--- config.mk ---
export PLATFORM = sky130hd
export DESIGN_NAME = pingpong_swap_arbiter
export DESIGN_NICKNAME = d
export VERILOG_FILES = /design/src/rtl/ppsw_pkg.sv /design/src/rtl/ppsw_swap_ctrl.sv /design/src/rtl/ppsw_dev_router.sv /design/src/rtl/ppsw_rdata_mux.sv /design/src/rtl/pingpong_swap_arbiter.sv
export SDC_FILE = /design/constraint.sdc
export NUM_CORES = 1
export LEC_CHECK = 0
export CAP_MARGIN = 0
export CORE_ASPECT_RATIO = 1.75
export CORE_MARGIN = 3
export CORE_UTILIZATION = 36
export CTS_CLUSTER_DIAMETER = 40
export CTS_CLUSTER_SIZE = 30
export DETAILED_ROUTE_END_ITERATION = 12
export PLACE_DENSITY = 0.95
export SYNTH_ARGS = -nofsm -noshare
export SYNTH_HDL_FRONTEND = slang
export SYNTH_SLANG_ARGS = --single-unit
--- constraint.sdc ---
create_clock -name clk -period 5.4 [get_ports clk]
set_clock_uncertainty 0.05 [all_clocks]
set_input_delay 1.35 -clock clk [delete_from_list [all_inputs] [get_ports clk]]
set_output_delay 1.35 -clock clk [all_outputs]
set_load 0.005 [all_outputs]
--- src/rtl/ppsw_pkg.sv ---
package ppsw_pkg;
  typedef enum logic {
    ROLE_A_WRITES = 1'b0,
    ROLE_B_WRITES = 1'b1
  } role_e;
endpackage

--- src/rtl/ppsw_swap_ctrl.sv ---
module ppsw_swap_ctrl
  import ppsw_pkg::*;
#(
  parameter int NUM_ROWS = 4096,
  parameter int CNT_W    = $clog2(NUM_ROWS + 1)
) (
  input  logic             clk,
  input  logic             rst_n,
  input  logic             cam_idle,
  input  logic             line_done,
  input  logic             rd_drained,
  output role_e            role,
  output logic [CNT_W-1:0] fill,
  output logic [CNT_W-1:0] lines_out,
  output logic             lines_load,
  output logic             ovf
);
  localparam logic [CNT_W-1:0] ROWS_C = CNT_W'(NUM_ROWS);

  role_e            role_q;
  logic [CNT_W-1:0] fill_q, fill_inc, lines_q;
  logic             win_q, win, swap, full, load_q, idle_q, ovf_q;

  assign full     = (fill_q == ROWS_C);
  assign fill_inc = (line_done && !full) ? fill_q + 1'b1 : fill_q;
  assign win      = line_done | win_q;
  assign swap     = cam_idle & rd_drained & win & (fill_inc != '0);

  always_ff @(posedge clk or negedge rst_n) begin
    if (!rst_n) begin
      role_q  <= ROLE_A_WRITES;
      fill_q  <= '0;
      lines_q <= '0;
      load_q  <= 1'b0;
      win_q   <= 1'b0;
      idle_q  <= 1'b0;
      ovf_q   <= 1'b0;
    end else begin
      if (swap) begin
        role_q  <= (role_q == ROLE_A_WRITES) ? ROLE_B_WRITES : ROLE_A_WRITES;
        lines_q <= fill_inc;
        fill_q  <= '0;
      end else begin
        fill_q  <= fill_inc;
      end
      load_q <= swap;
      win_q  <= win & cam_idle & ~swap;
      idle_q <= cam_idle;
      ovf_q  <= ovf_q | (idle_q & ~cam_idle & full);
    end
  end

  assign role       = role_q;
  assign fill       = fill_q;
  assign lines_out  = lines_q;
  assign lines_load = load_q;
  assign ovf        = ovf_q;
endmodule

--- src/rtl/ppsw_dev_router.sv ---
module ppsw_dev_router
  import ppsw_pkg::*;
#(
  parameter int CMD_W  = 4,
  parameter int ADDR_W = 13,
  parameter int DATA_W = 16
) (
  input  role_e                        role,
  input  logic [CMD_W-1:0]             wr_cmd,
  input  logic [ADDR_W-1:0]            wr_addr,
  input  logic [DATA_W-1:0]            wr_data,
  input  logic [CMD_W-1:0]             rd_cmd,
  input  logic [ADDR_W-1:0]            rd_addr,
  output logic [1:0][CMD_W-1:0]        dev_cmd,
  output logic [1:0][ADDR_W-1:0]       dev_addr,
  output logic [1:0][DATA_W-1:0]       dev_wdata
);
  for (genvar g = 0; g < 2; g++) begin : g_dev
    localparam role_e OWN_ROLE = (g == 0) ? ROLE_A_WRITES : ROLE_B_WRITES;
    logic is_wr;
    assign is_wr        = (role == OWN_ROLE);
    assign dev_cmd[g]   = is_wr ? wr_cmd  : rd_cmd;
    assign dev_addr[g]  = is_wr ? wr_addr : rd_addr;
    assign dev_wdata[g] = is_wr ? wr_data : '0;
  end
endmodule

--- src/rtl/ppsw_rdata_mux.sv ---
module ppsw_rdata_mux
  import ppsw_pkg::*;
#(
  parameter int DATA_W = 16
) (
  input  role_e                  role,
  input  logic [1:0][DATA_W-1:0] dev_rdata,
  input  logic                   beat_valid,
  output logic                   beat_ready,
  output logic                   out_valid,
  input  logic                   out_ready,
  output logic [DATA_W-1:0]      out_data
);
  assign out_data   = (role == ROLE_A_WRITES) ? dev_rdata[1] : dev_rdata[0];
  assign out_valid  = beat_valid;
  assign beat_ready = out_ready;
endmodule

--- src/rtl/pingpong_swap_arbiter.sv ---
module pingpong_swap_arbiter
  import ppsw_pkg::*;
#(
  parameter int CMD_W    = 4,
  parameter int ADDR_W   = 13,
  parameter int DATA_W   = 16,
  parameter int NUM_ROWS = 4096,
  localparam int CNT_W   = $clog2(NUM_ROWS + 1)
) (
  input  logic              clk,
  input  logic              rst_n,
  input  logic              cam_idle,
  input  logic              line_done,
  input  logic              rd_drained,
  input  logic [CMD_W-1:0]  wr_cmd,
  input  logic [ADDR_W-1:0] wr_addr,
  input  logic [DATA_W-1:0] wr_data,
  input  logic [CMD_W-1:0]  rd_cmd,
  input  logic [ADDR_W-1:0] rd_addr,
  output logic [CMD_W-1:0]  dev_a_cmd,
  output logic [ADDR_W-1:0] dev_a_addr,
  output logic [DATA_W-1:0] dev_a_wdata,
  input  logic [DATA_W-1:0] dev_a_rdata,
  output logic [CMD_W-1:0]  dev_b_cmd,
  output logic [ADDR_W-1:0] dev_b_addr,
  output logic [DATA_W-1:0] dev_b_wdata,
  input  logic [DATA_W-1:0] dev_b_rdata,
  input  logic              rd_beat_valid,
  output logic              rd_beat_ready,
  output logic              out_valid,
  input  logic              out_ready,
  output logic [DATA_W-1:0] out_data,
  output logic              sel,
  output logic [CNT_W-1:0]  wr_row,
  output logic [CNT_W-1:0]  rd_lines,
  output logic              rd_lines_load,
  output logic              overflow
);
  role_e                  role;
  logic [1:0][CMD_W-1:0]  dcmd;
  logic [1:0][ADDR_W-1:0] daddr;
  logic [1:0][DATA_W-1:0] dwdata;
  logic [1:0][DATA_W-1:0] drdata;

  ppsw_swap_ctrl #(.NUM_ROWS(NUM_ROWS), .CNT_W(CNT_W)) u_ctrl (
    .clk(clk), .rst_n(rst_n), .cam_idle(cam_idle), .line_done(line_done),
    .rd_drained(rd_drained), .role(role), .fill(wr_row), .lines_out(rd_lines),
    .lines_load(rd_lines_load), .ovf(overflow)
  );

  ppsw_dev_router #(.CMD_W(CMD_W), .ADDR_W(ADDR_W), .DATA_W(DATA_W)) u_route (
    .role(role), .wr_cmd(wr_cmd), .wr_addr(wr_addr), .wr_data(wr_data),
    .rd_cmd(rd_cmd), .rd_addr(rd_addr), .dev_cmd(dcmd), .dev_addr(daddr),
    .dev_wdata(dwdata)
  );

  assign drdata = {dev_b_rdata, dev_a_rdata};

  ppsw_rdata_mux #(.DATA_W(DATA_W)) u_mux (
    .role(role), .dev_rdata(drdata), .beat_valid(rd_beat_valid),
    .beat_ready(rd_beat_ready), .out_valid(out_valid), .out_ready(out_ready),
    .out_data(out_data)
  );

  assign dev_a_cmd   = dcmd[0];
  assign dev_a_addr  = daddr[0];
  assign dev_a_wdata = dwdata[0];
  assign dev_b_cmd   = dcmd[1];
  assign dev_b_addr  = daddr[1];
  assign dev_b_wdata = dwdata[1];
  assign sel         = (role == ROLE_B_WRITES);
endmodule

# Word level (Yosys, flattened, before mapping)
# Cells that the tools add are included.
[totals] register_bits=31 out_inout_bits=113 wordCells=33
[op_classes] n_addsub=1 n_eq_ne=1 muxes=10 bitwise=11 n_reduce_logical=3
[ops] cell="13-bit two-way mux" count=4
[ops] cell="16-bit two-way mux" count=3
[ops] cell="13-bit by 1-bit adder with 13-bit output, second input constant" count=1
[ops] cell="13-bit == test, second input constant" count=1
[ops] cell="13-bit nonzero test" count=1
[ops] cell="4-bit two-way mux" count=2
[ops] cell="1-bit AND" count=7
[ops] cell="1-bit NOT" count=2
[ops] cell="1-bit bitwise OR" count=2
[ops] cell="1-bit logical AND" count=1
[ops] cell="1-bit zero test" count=1
[ops] cell="1-bit two-way mux" count=1

# Longest topological paths before layout
[logic_depth] word_depth=8 depth_mapped=9 mapped_depth_nobuf=9

# Hierarchy
# A second synthesis with hierarchy kept.
[hier_totals] cells_unflattened=240 hier_area_um2=2518.7
[modules_own_cells] mod="ppsw_swap_ctrl" n_inst=1 cells_per_inst=147 area_per_inst_um2=1589.0
[modules_own_cells] mod="ppsw_dev_router" n_inst=1 cells_per_inst=73 area_per_inst_um2=665.6
[modules_own_cells] mod="ppsw_rdata_mux" n_inst=1 cells_per_inst=20 area_per_inst_um2=264.0

# Least setup slack after synthesis
# OpenSTA, ideal clock, no wires.
[synth_path] path_type="input -> register" start="input line_done" end="register u_ctrl.role_q (netlist: u_ctrl.role)" setup_ns=0.130 arrival_time_ns=2.938 t_required_ns=5.220 path_slack_ns=2.282 stages=8 path_cell_list="buf_2 -> nand4_1 -> nor4_1 -> mux2_2 -> nor2b_1 -> a21o_4 -> buf_6 -> xnor2_1"
[synth_between] elab_chain_len=4 word_cells_on_any_way=6
[synth_lines] item="from (decl)" line="pingpong_swap_arbiter.sv:13" text="input logic line_done,"
[synth_lines] item="1-bit logical AND" line="ppsw_swap_ctrl.sv:25" text="assign fill_inc = (line_done && !full) ? fill_q + 1'b1 : fill_q;"
[synth_lines] item="13-bit two-way mux" line="ppsw_swap_ctrl.sv:25"
[synth_lines] item="13-bit nonzero test" line="ppsw_swap_ctrl.sv:27" text="assign swap = cam_idle & rd_drained & win & (fill_inc != '0);"
[synth_lines] item="1-bit AND *" line="ppsw_swap_ctrl.sv:27"
[synth_lines] item="to (signal assigned)" line="ppsw_swap_ctrl.sv:40" text="role_q <= (role_q == ROLE_A_WRITES) ? ROLE_B_WRITES : ROLE_A_WRITES;"
[synth_lines] item="to (decl)" line="ppsw_swap_ctrl.sv:20" text="role_e role_q;"
# Every way passes the cells marked *; elsewhere a longest branch is shown, timed or not.
# A chain may end at the register's enable or synchronous reset.

# Worst setup path after layout
[layout_path] start="input rd_addr[9]" end="output dev_b_addr[9]"
[layout_between] elab_chain_len=1
[layout_lines] item="from (decl)" line="pingpong_swap_arbiter.sv:19" text="input logic [ADDR_W-1:0] rd_addr,"
[layout_lines] item="13-bit two-way mux" line="ppsw_dev_router.sv:23" text="assign dev_addr[g] = is_wr ? wr_addr : rd_addr;"
[layout_lines] item="to (decl)" line="pingpong_swap_arbiter.sv:25" text="output logic [ADDR_W-1:0] dev_b_addr,"
# No other way between the ends.

==> results by group <==
Run status
  – Status: completed

Synthesis
  – Net Count, Synth: ~340
  – Distinct cell type count after synthesis: 47
  – Cells after Synth: around 250
  – Ys flop type: dfrtp_1
  – Post-synthesis async set-or-reset flop share: 100.0%
  – Yosys warning count: 0
  – Seq cells post-synth: 31
  – Synthesized cell area: 0.002454 mm²
  – Seq/Total Area, Yosys: a little under a third
  – Avg Inst Size Synth: about 9.7 µm²
  – Post-synth EDFFs: 0

Global route
  – Largest net degree at the start of global routing: 53
  – GR Overflow Total: 0
  – Initial antenna violation count: 0
  – GRT Total Usage: 26.09%
  – Vias in the first global route: between 2000 and 3000
  – First-pass GRT wire length: between 15000 and 20000 µm

Power and ir drop
  – Sw Share: roughly a third
  – Flop pwr share: 22.0%
  – Power Dens Cells: approximately 370 mW/mm²
  – Psw: approximately 560 µW
  – Clock power frac: roughly a fifth
  – Internal power: 1.162 mW
  – Pleak: 1.873 nW
  – Maximum vdd drop: a little under 0.5 mV
  – Comb pwr share: between 50% and 60%

Clock network
  – Clock Tree Root: clkbuf_16
  – Hold Buf Count CTS: 0
  – TritonCTS Buffers: 5
  – Clock sinks: 31
  – Bufs on Longest Clock Path: 2
  – CTS resizes: 0
  – Post CTS Setup Buffer Count: 0
  – Clock latency at the later pin of the worst-skew pair: roughly 0.28 ns
  – H-Tree Depth: 2
  – TritonCTS clock tree: done
  – Worst-path clk slew: approximately 0.05 ns

Critical path
  – CP startpoint kind: input port
  – Critical path class: input port to output port
  – CP Cell Sequence: clkdlybuf4s50_1 -> mux2_2 -> clkdlybuf4s50_1
  – R2R Setup Slk: 2.56 ns
  – CP required: roughly 4 ns
  – Worst setup EP type: output port
  – Worst path arrival time: about 2.6 ns
  – Critical Path Fanout Max: 2
  – R2R Path Start: u_ctrl.fill[2]
  – R2R depth: 7
  – CP most frequent cell: clkdlybuf4s50_1
  – CP max stage cell: clkdlybuf4s50_1
  – Critical Path Max Stage Delay: approximately 0.55 ns
  – R2R Path End: u_ctrl.lines_out[8]

Hold path
  – Hold Path Depth: 1
  – Hold endpoint: u_ctrl.ovf
  – HP Class: flip-flop to flip-flop
  – Hold Path Origin: u_ctrl.ovf

STA
  – Final TNS setup: 0 ns
  – Final Hold Fails: 0
  – Slew @ Worst Pin: just under 0.9 ns
  – Slew Limit Headroom: 41.12%
  – Minimum clock period: between 4 and 5 ns
  – Max Freq: 248.0 MHz
  – RSZ-0062 raised after global routing: false
  – Final Cycle Share: roughly 75%
  – Final setup violation count: 0
  – Max Slew Vio Count: 0

Die
  – Core area: 0.006588 mm²
  – Die ar.: a little under 0.008 mm²
  – Row Count: 39
  – DIE HEIGHT: ~120 µm
  – Die Span X: about 70 µm
  – I/O pin count: slightly above 200
  – Starting Density: a little under two fifths

Final layout
  – Final nets: between 500 and 600
  – Layout cells sized above 1: 17.54%
  – Antenna Cells: 0
  – Synthesis-to-finish area growth: 87.61%
  – Finished Cell Area: between 0.004 and 0.005 mm²
  – Finished Layout Cells: 521

Routing
  – Vias per cell: around 5
  – Final wirelength: roughly 10000 µm
  – TritonRoute pass-1 iters: 4
  – Final ANT Viol Nets: 0
  – Vias: around 2700
  – WL/cell: 19.83 µm
  – Drt initial violations: between 100 and 150
  – Residual DRC: 0

Placed design
  – Placer Congestion: slightly above 0.9
  – Post-place instance area: between 0.004 and 0.005 mm²
  – # placed instances: between 500 and 600
  – Detail Placement HPWL: 8380 µm
  – Input/output buffers: a little under 200

Job
  – Max-Cap Viols: 0
how the worst max path moves through the flow:
stage                           start            end  slack (ns)  cells after the start
after floorplan             line_done    u_ctrl.role        2.28                      8
after global placement     wr_addr[7]  dev_a_addr[7]        1.40                      3
after detailed placement   wr_addr[7]  dev_a_addr[7]        1.38                      3
after CTS                  wr_addr[7]  dev_a_addr[7]        1.38                      3
after global routing      u_ctrl.role    out_data[4]        1.24                      3
final                      rd_addr[9]  dev_b_addr[9]        1.37                      3
power groups by stage:
stage / Combinational [mW] / Clock [mW] / Sequential, mW
2_1_floorplan: 0.496 / 0 / 0.307
3_3_place_gp: 0.987 / 0 / 0.372
3_5_place_dp: 1.01 / 0 / 0.377
4_1_cts: 1.02 / 0.334 / 0.376
5_1_grt: 1.08 / 0.342 / 0.389
6_report: 1.01 / 0.330 / 0.379
synthesized netlist by cell type, types with 3 or more instances:
| cell type | instances | area [µm²] |
|---|---|---|
| nand2_1 | 9 | 33.78 |
| buf_4 | 4 | 30.03 |
| nand3_1 | 4 | 20.02 |
| nor2_1 | 26 | 97.59 |
| buf_6 | 3 | 33.78 |
| mux2_2 | 52 | 585.6 |
| o21ai_0 | 4 | 20.02 |
| dfrtp_1 | 31 | 775.7 |
| buf_1 | 3 | 11.26 |
| xor2_1 | 5 | 43.79 |
| clkbuf_1 | 8 | 30.03 |
| nand4_1 | 5 | 31.28 |
| inv_1 | 4 | 15.01 |
| nor2b_1 | 17 | 106.4 |
| and2_1 | 17 | 106.4 |
| xnor2_1 | 11 | 96.34 |
| a21o_1 | 8 | 60.06 |
flip-flops by register name, summed over array words and instances (netlist names):
name / count
u_ctrl.win_q: 1
u_ctrl.lines_load: 1
u_ctrl.fill: 13
u_ctrl.idle_q: 1
u_ctrl.role: 1
u_ctrl.lines_out: 13
u_ctrl.ovf: 1
stage by stage:
step | utilization (%) | worst slack (ns) | hold WS, ns | power, mW
floorplan | - | 2.282 | 0.4178 | 0.8029
global placement | 67.24 | 1.402 | 0.4088 | 1.359
detailed placement | 67.24 | 1.381 | 0.4145 | 1.382
CTS | 69.88 | 1.376 | 0.4351 | 1.728
global route | 69.88 | 1.244 | 0.4494 | 1.816
finish | 69.88 | 1.368 | 0.4311 | 1.720
final cells by class:
cell class | instances | area (µm²)
Clock buffer | 6 | 138.9
Fill cell | 465 | 1984
Inverter | 5 | 18.77
Multi-Input combinational cell | 196 | 1544
Tap cell | 82 | 102.6
Clock inverter | 2 | 35.03
Timing Repair Buffer | 199 | 1987
Sequential cell | 31 | 777.0
critical path, delay by kind of cell:
| kind | cells | cell delay, ns |
|---|---|---|
| multiplexers | 1 | 0.19 |
| buffers and inverters | 2 | 1.08 |
kinds of logic after synthesis:
kind of cell	after synthesis	share of synthesized area [%]
xor gates and xnor gates	16	5.711
adders and majority gates	2	1.020
AOI/OAI and AO/OA	27	9.180
buffers and inverters	25	5.456
DFF	31	31.62
muxes	54	24.68
and+or+nand+nor	97	22.34
cells in the final DEF (no fill, tap or decap), types with 5 or more instances in the layout:
| cell type | n |
|---|---|
| nand4_1 | 5 |
| nor2b_1 | 17 |
| nor2_1 | 26 |
| a21o_1 | 8 |
| clkdlybuf4s50_1 | 197 |
| xnor2_1 | 11 |
| nand2_1 | 9 |
| and2_1 | 17 |
| mux2_2 | 52 |
| dfrtp_1 | 30 |
| xor2_1 | 5 |
| clkbuf_16 | 5 |
layer usage:
layer / GRT usage (%) / vias to the layer above / wire length, µm
met5: 0 / - / 0
met4: 10.36 / 0 / 324
met3: 10.46 / 24 / 1312
met2: 46.46 / 173 / 5215
met1: 25.90 / 1224 / 3482
li1: - / 1246 / -
Note: power is estimated with default switching activity, not from simulation.
